[src/rtl/crob_pkg.sv]
// Shared helpers for the completed reference buffer.
// Assumes all ordered quantities are no wider than 32 bits.
package crob_pkg;
    // Wrap-aware ordering: returns 1 when a is later than b at width w.
    function automatic logic later_than(input logic [31:0] a, input logic [31:0] b, input int w);
        logic ma, mb;
        ma = a[w-1];
        mb = b[w-1];
        return (ma != mb) ? (a < b) : (a > b);
    endfunction
endpackage

[src/rtl/crob_match.sv]
// Associative address compare across all slots.
// Produces a hit vector; only valid slots can hit.
module crob_match #(
    parameter int DEPTH = 32,
    parameter int AW    = 16
) (
    input  logic [DEPTH-1:0] vld,
    input  logic [AW-1:0]    addr [DEPTH],
    input  logic [AW-1:0]    key,
    output logic [DEPTH-1:0] hit
);
    for (genvar i = 0; i < DEPTH; i++) begin : g_cmp
        // one comparator per slot
        assign hit[i] = vld[i] && (addr[i] == key);
    end
endmodule

[src/rtl/crob_pick.sv]
// Finds the tag of the held entry whose serial number is the latest
// one still older than key_sn. Returns 0 when no entry is older.
// Assumes serial numbers of held entries are distinct.
module crob_pick #(
    parameter int DEPTH = 32,
    parameter int SNW   = 8,
    parameter int TW    = 8
) (
    input  logic [DEPTH-1:0] vld,
    input  logic [SNW-1:0]   sn  [DEPTH],
    input  logic [TW-1:0]    tag [DEPTH],
    input  logic [SNW-1:0]   key_sn,
    output logic [TW-1:0]    tag_out
);
    import crob_pkg::*;

    // linear search for the nearest older entry
    always_comb begin
        logic           found;
        logic [SNW-1:0] best_sn;
        found   = 1'b0;
        best_sn = '0;
        tag_out = '0;
        for (int i = 0; i < DEPTH; i++) begin
            if (vld[i] && later_than(32'(key_sn), 32'(sn[i]), SNW) &&
                (!found || later_than(32'(sn[i]), 32'(best_sn), SNW))) begin
                found   = 1'b1;
                best_sn = sn[i];
                tag_out = tag[i];
            end
        end
    end
endmodule

[src/rtl/crob_top.sv]
// Completed reference buffer for one processor.
// Circular slots written in completion order; one entry per word address;
// tags inherited by loads and pushed to younger loads by stores; remote
// invalidations checked for ordering violations with a one-cycle result.
// Assumes callers present distinct serial numbers among held entries.
module crob_top #(
    parameter int DEPTH = 32,
    parameter int SNW   = 8,
    parameter int AW    = 16,
    parameter int IW    = 16,
    parameter int TW    = 8
) (
    input  logic           clk,
    input  logic           rst_n,
    input  logic           ins_valid,
    output logic           ins_ready,
    input  logic [SNW-1:0] ins_sn,
    input  logic [AW-1:0]  ins_addr,
    input  logic [IW-1:0]  ins_iaddr,
    input  logic           ins_store,
    input  logic [TW-1:0]  ins_tag,
    input  logic           inv_valid,
    input  logic [AW-1:0]  inv_addr,
    input  logic [TW-1:0]  inv_count,
    input  logic [IW-1:0]  inv_iaddr,
    output logic           look_hit,
    output logic           viol_valid,
    output logic [IW-1:0]  viol_local_iaddr,
    output logic [IW-1:0]  viol_remote_iaddr
);
    import crob_pkg::*;

    localparam int PW = (DEPTH > 1) ? $clog2(DEPTH) : 1;
    localparam logic [PW-1:0] LAST = PW'(DEPTH - 1);

    logic [DEPTH-1:0] e_vld;
    logic [DEPTH-1:0] e_st;
    logic [SNW-1:0]   e_sn    [DEPTH];
    logic [AW-1:0]    e_addr  [DEPTH];
    logic [IW-1:0]    e_iaddr [DEPTH];
    logic [TW-1:0]    e_tag   [DEPTH];
    logic [PW-1:0]    wr_ptr;

    logic [DEPTH-1:0] inv_vec;
    logic [DEPTH-1:0] dup_vec;
    logic [TW-1:0]    prev_tag;
    logic [TW-1:0]    new_tag;
    logic [TW-1:0]    sel_tag;
    logic [IW-1:0]    sel_iaddr;
    logic             ins_fire;

    crob_match #(.DEPTH(DEPTH), .AW(AW)) u_inv_match (
        .vld(e_vld), .addr(e_addr), .key(inv_addr), .hit(inv_vec)
    );

    crob_match #(.DEPTH(DEPTH), .AW(AW)) u_dup_match (
        .vld(e_vld), .addr(e_addr), .key(ins_addr), .hit(dup_vec)
    );

    crob_pick #(.DEPTH(DEPTH), .SNW(SNW), .TW(TW)) u_pick (
        .vld(e_vld), .sn(e_sn), .tag(e_tag), .key_sn(ins_sn), .tag_out(prev_tag)
    );

    // invalidation owns the cycle; inserts wait
    assign ins_ready = !inv_valid;
    assign ins_fire  = ins_valid && ins_ready;

    // store tag is the later of received and inherited
    always_comb begin
        new_tag = prev_tag;
        if (ins_store && later_than(32'(ins_tag), 32'(prev_tag), TW))
            new_tag = ins_tag;
    end

    // mux out the single matching entry for the lookup
    always_comb begin
        sel_tag   = '0;
        sel_iaddr = '0;
        for (int i = 0; i < DEPTH; i++) begin
            if (inv_vec[i]) begin
                sel_tag   = sel_tag | e_tag[i];
                sel_iaddr = sel_iaddr | e_iaddr[i];
            end
        end
    end

    // valid bits, write pointer and lookup results
    always_ff @(posedge clk) begin
        if (!rst_n) begin
            e_vld             <= '0;
            wr_ptr            <= '0;
            look_hit          <= 1'b0;
            viol_valid        <= 1'b0;
            viol_local_iaddr  <= '0;
            viol_remote_iaddr <= '0;
        end else begin
            look_hit          <= inv_valid && (|inv_vec);
            viol_valid        <= inv_valid && (|inv_vec) &&
                                 later_than(32'(sel_tag), 32'(inv_count), TW);
            viol_local_iaddr  <= sel_iaddr;
            viol_remote_iaddr <= inv_iaddr;
            if (ins_fire) begin
                e_vld         <= e_vld & ~dup_vec;
                e_vld[wr_ptr] <= 1'b1;
                wr_ptr        <= (wr_ptr == LAST) ? '0 : wr_ptr + 1'b1;
            end
        end
    end

    // entry payloads and tag back-propagation to younger loads
    always_ff @(posedge clk) begin
        if (ins_fire) begin
            for (int i = 0; i < DEPTH; i++) begin
                if (ins_store && e_vld[i] && !e_st[i] &&
                    later_than(32'(e_sn[i]), 32'(ins_sn), SNW) &&
                    later_than(32'(new_tag), 32'(e_tag[i]), TW))
                    e_tag[i] <= new_tag;
            end
            e_sn[wr_ptr]    <= ins_sn;
            e_addr[wr_ptr]  <= ins_addr;
            e_iaddr[wr_ptr] <= ins_iaddr;
            e_st[wr_ptr]    <= ins_store;
            e_tag[wr_ptr]   <= new_tag;
        end
    end
endmodule

[config.mk]
export PLATFORM = sky130hd
export DESIGN_NAME = crob_top
export DESIGN_NICKNAME = d
export VERILOG_FILES = /design/src/rtl/crob_pkg.sv /design/src/rtl/crob_match.sv /design/src/rtl/crob_pick.sv /design/src/rtl/crob_top.sv
export SDC_FILE = /design/constraint.sdc
export NUM_CORES = 2
export LEC_CHECK = 0
export BUFFER_PORTS_ARGS = -buffer_cell sky130_fd_sc_hd__buf_4
export CAP_MARGIN = 20
export CORE_UTILIZATION = 50
export DETAILED_ROUTE_END_ITERATION = 8
export PLACE_DENSITY = 0.66
export SLEW_MARGIN = 40
export SYNTH_ARGS = -nofsm -noshare
export SYNTH_HDL_FRONTEND = slang
export SYNTH_SLANG_ARGS = --single-unit
[constraint.sdc]
create_clock -name clk -period 144.4 [get_ports clk]
set_clock_uncertainty 0.05 [all_clocks]
set_input_delay 28.88 -clock clk [delete_from_list [all_inputs] [get_ports clk]]
set_output_delay 28.88 -clock clk [all_outputs]
set_load 0.01 [all_outputs]
==> metrics.md <==
| Metric | Value |
|---|---|
| Number of remaining DRC errors | `0` |
| Routed WL per cell | `between 30 and 40 µm` |
| Core Box Area | `about 190000 µm²` |
| Max-cap viol count | `0` |
| Ys Warns | `0` |
| Fmax | `0.009316 GHz` |
| CTS resizes | `0` |
| Total GRT Usage | `0.3517` |
| Share of layout cells above drive strength 1 | `0.09999` |
| Layout Nets | `between 9k and 10k` |
| H-tree depth | `4` |
| DP Worst Slack | `approximately 36 ns` |
| Syn_area_per_cell | `between 10 and 15 µm²` |
| Vias per cell | `roughly 6.5` |
| CTS Hold Bufs | `0` |
| Synthesized instance count | `~8.4k` |
| Critical path's largest stage delay | `between 0.6 and 0.7 ns` |
| Hpwl dp | `about 220 mm` |
| Pleak | `about 0.039 µW` |
| Synth Flop Type | `edfxtp_1` |
| DR iter-0 viols | `a little under 9k` |
| Tmin final | `107.34 ns` |
| RSZ-0062 raised after global routing | `no` |
| Net Count, Synth | `roughly 9.2k` |
| Clock sinks | `~1.6k` |
| Vias in the first global route | `a little over 70k` |
| Final hold slack | `between 0.5 and 0.6 ns` |
| Critical path type | `input pin to flop` |
| Initial antenna violation count | `18` |
| Fin. max-slew vios | `0` |
| Placed Cells | `about 11k` |
| Total number of vias | `between 70k and 80k` |
| Final ANT Viol Nets | `0` |
| Worst Setup End Kind | `flop` |
| Setup repair bufs after CTS | `0` |
| Worst path slowest cell | `a2111oi_0` |
| Port Buffers | `between 100 and 150` |
| Area taken by flip-flops and latches | `between 40000 and 50000 µm²` |
| Worst Hold Class | `flop to flop` |
| Sum Neg Setup Slack | `0 ns` |
| Run status | `finished, final reports clean` |
| Number of flops mapped to enable cells by yosys | `around 1.6k` |
| Peak VDD IR | `about 12 µV` |
| Die W | `between 400 and 500 µm` |
| Multi-input combinational cell area | `43840 µm²` |
| Worst reg2reg startpoint | `e_sn[253]` |
| Die area | `192500 µm²` |
| Crit path max fanout | `33` |
| Slew headroom | `0.3456` |
| Yosys reg bits | `1639` |
| Number of primary I/O pins | `roughly 130` |
| Setup ws final | `between 30 and 40 ns` |
| Fillers | `roughly 16k` |
| Reg clk slew, reported paths | `~0.06 ns` |
| Crit start category | `input pin` |
| Starting Density | `0.5057` |
| Required time of the worst setup path | `roughly 140 ns` |
| DIE HEIGHT | `around 440 µm` |
| Seq/Total Area, Yosys | `0.5086` |
| Latest clock arrival within the worst-skew pair | `about 0.86 ns` |
| Crit. Startpoint | `ins_sn[4]` |
| Final hold vios | `0` |
| Actual slew at the worst max-slew pin | `0.9815 ns` |
| HP Start | `wr_ptr[1]` |
| Async SR Flop Fraction | `0` |
| Pwr per Cell Area | `10.40 nW/µm²` |
| CTS buffer count | `about 180` |
| Synthesis-to-finish area growth | `11.81%` |
| Root buffer cell | `clkbuf_16` |
| Pin count of the biggest net entering global routing | `54` |
| Drt first pass iters | `6` |
| CTS tree | `yes` |
| Total Wirelength | `roughly 340 mm` |
| Fin cells | `roughly 11k` |
| Rows | `between 150 and 200` |
| Final period util | `0.7434` |
| RePlAce Congestion | `around 1.0` |
| Critical path arrival | `between 100 and 150 ns` |
| Grt ovf | `0` |
| Final setup viols | `0` |
| Bufs on Longest Clock Path | `3` |
| Distinct cells, synth | `100` |
| First-pass GRT wire length | `490.8 mm` |
| Mapped cell area | `approximately 95000 µm²` |
-- layer usage --
layer / wire length, µm / track usage
met5: 56 / 0
met3: 40550 / 0.09322
met4: 22200 / 0.1900
met2: 150700 / 0.5446
met1: 130300 / 0.4494
-- layout by cell type, fill, tap and decap left out, types with 34 or more instances in the layout --
cell	netlist	final
edfxtp_1	1568	1568
ha_1	759	757
inv_1	686	685
xor2_1	644	644
xnor2_1	399	399
nor2_1	397	353
o21ai_0	340	338
a21oi_1	328	320
nand2_1	310	307
buf_4	5	306
nand4_1	270	270
nor3_1	264	262
clkbuf_16	0	180
nand3_1	166	166
nor4_1	194	162
nor2b_1	139	139
a22o_1	137	137
a221oi_1	138	136
a22oi_1	130	130
mux2i_1	125	119
o211ai_1	112	112
o21a_1	106	106
nand2b_1	102	101
a21o_1	74	74
dfxtp_1	71	71
mux2_2	64	64
a211oi_1	57	57
o31a_1	53	53
nor2_4	0	42
clkbuf_1	231	35
and2_1	34	34
clkinv_2	0	34
-- worst paths after layout --
check,end,slack [ns],cells after the start
max reg2reg,e_tag[179],64.86,364
min,wr_ptr[1],0.51,2
min reg2reg,wr_ptr[1],0.51,2
max,e_tag[179],37.06,364
-- metrics by stage --
stage / util / total power, µW / instance area, µm²
floorplan: - / 601.3 / 95380
global placement: 0.5314 / 643.7 / 100200
detailed placement: 0.5330 / 647.1 / 100500
CTS: 0.5650 / 1110 / 106600
global route: 0.5654 / 1139 / 106600
finish: 0.5655 / 1109 / 106600
-- cell type report --
type                            count  area share
Inverter                          687     0.02418
Antenna cell                       11   0.0002581
Multi-Input combinational cell   5684      0.4111
Clock buffer                      231     0.04553
Sequential cell                  1639      0.4548
Clock inverter                    104     0.01108
Timing Repair Buffer              326     0.02376
Tap cell                         2495     0.02927
-- cell families (layout without fill, tap and decap cells) --
kind of cell | after synthesis | in the layout | synth area share
AND/OR/NAND/NOR | 1948 | 1948 | 0.1046
buffers and inverters | 1049 | 1348 | 0.04222
flip-flops | 1639 | 1639 | 0.5086
XOR/XNOR | 1043 | 1043 | 0.09578
AO/OA/AOI/OAI | 1743 | 1743 | 0.1284
other | 0 | 11 | 0
multiplexers | 190 | 190 | 0.02082
adder cells (fa/ha/maj) | 760 | 760 | 0.09967
-- sequential cells by signal (all words and copies together), names as in the netlist --
name               cells
wr_ptr                 5
e_vld                 32
e_addr               512
viol_remote_iaddr     16
e_iaddr              512
viol_valid             1
e_st                  32
look_hit               1
e_sn                 256
e_tag                256
viol_local_iaddr      16
-- where the power goes --
| group | total, µW | internal, µW | switching [µW] |
|---|---|---|---|
| Sequential | 522 | 521 | 1.07 |
| Clock | 469 | 266 | 203 |
| Combinational | 119 | 39.1 | 79.5 |
-- synth_stat cells (34+ instances only) --
cell | count | area, µm²
nor4_1 | 194 | 1214
a22o_1 | 137 | 1200
o21a_1 | 106 | 795.8
a221oi_1 | 138 | 1209
dfxtp_1 | 71 | 1421
a211oi_1 | 57 | 427.9
o31a_1 | 53 | 464.2
o211ai_1 | 112 | 840.8
xor2_1 | 644 | 5640
mux2_2 | 64 | 720.7
and2_1 | 34 | 212.7
nor2b_1 | 139 | 869.6
buf_1 | 91 | 341.6
a21o_1 | 74 | 555.5
xnor2_1 | 399 | 3495
o21ai_0 | 340 | 1702
nand2_1 | 310 | 1164
ha_1 | 759 | 9497
edfxtp_1 | 1568 | 47090
a21oi_1 | 328 | 1642
a22oi_1 | 130 | 975.9
clkbuf_1 | 231 | 867.1
mux2i_1 | 125 | 1251
nor3_1 | 264 | 1321
inv_1 | 686 | 2575
nor2_1 | 397 | 1490
nand4_1 | 270 | 1689
nand3_1 | 166 | 830.8
nand2b_1 | 102 | 638.1
-- critical path, delay by kind of cell --
family                   cells  cell delay [ns]
adder cells (fa/ha/maj)     34             9.88
AO/OA/AOI/OAI              165            37.93
multiplexers                24             7.59
AND/OR/NAND/NOR            107            18.27
buffers and inverters       34             4.91
Note: power is estimated with default switching activity, not from simulation.
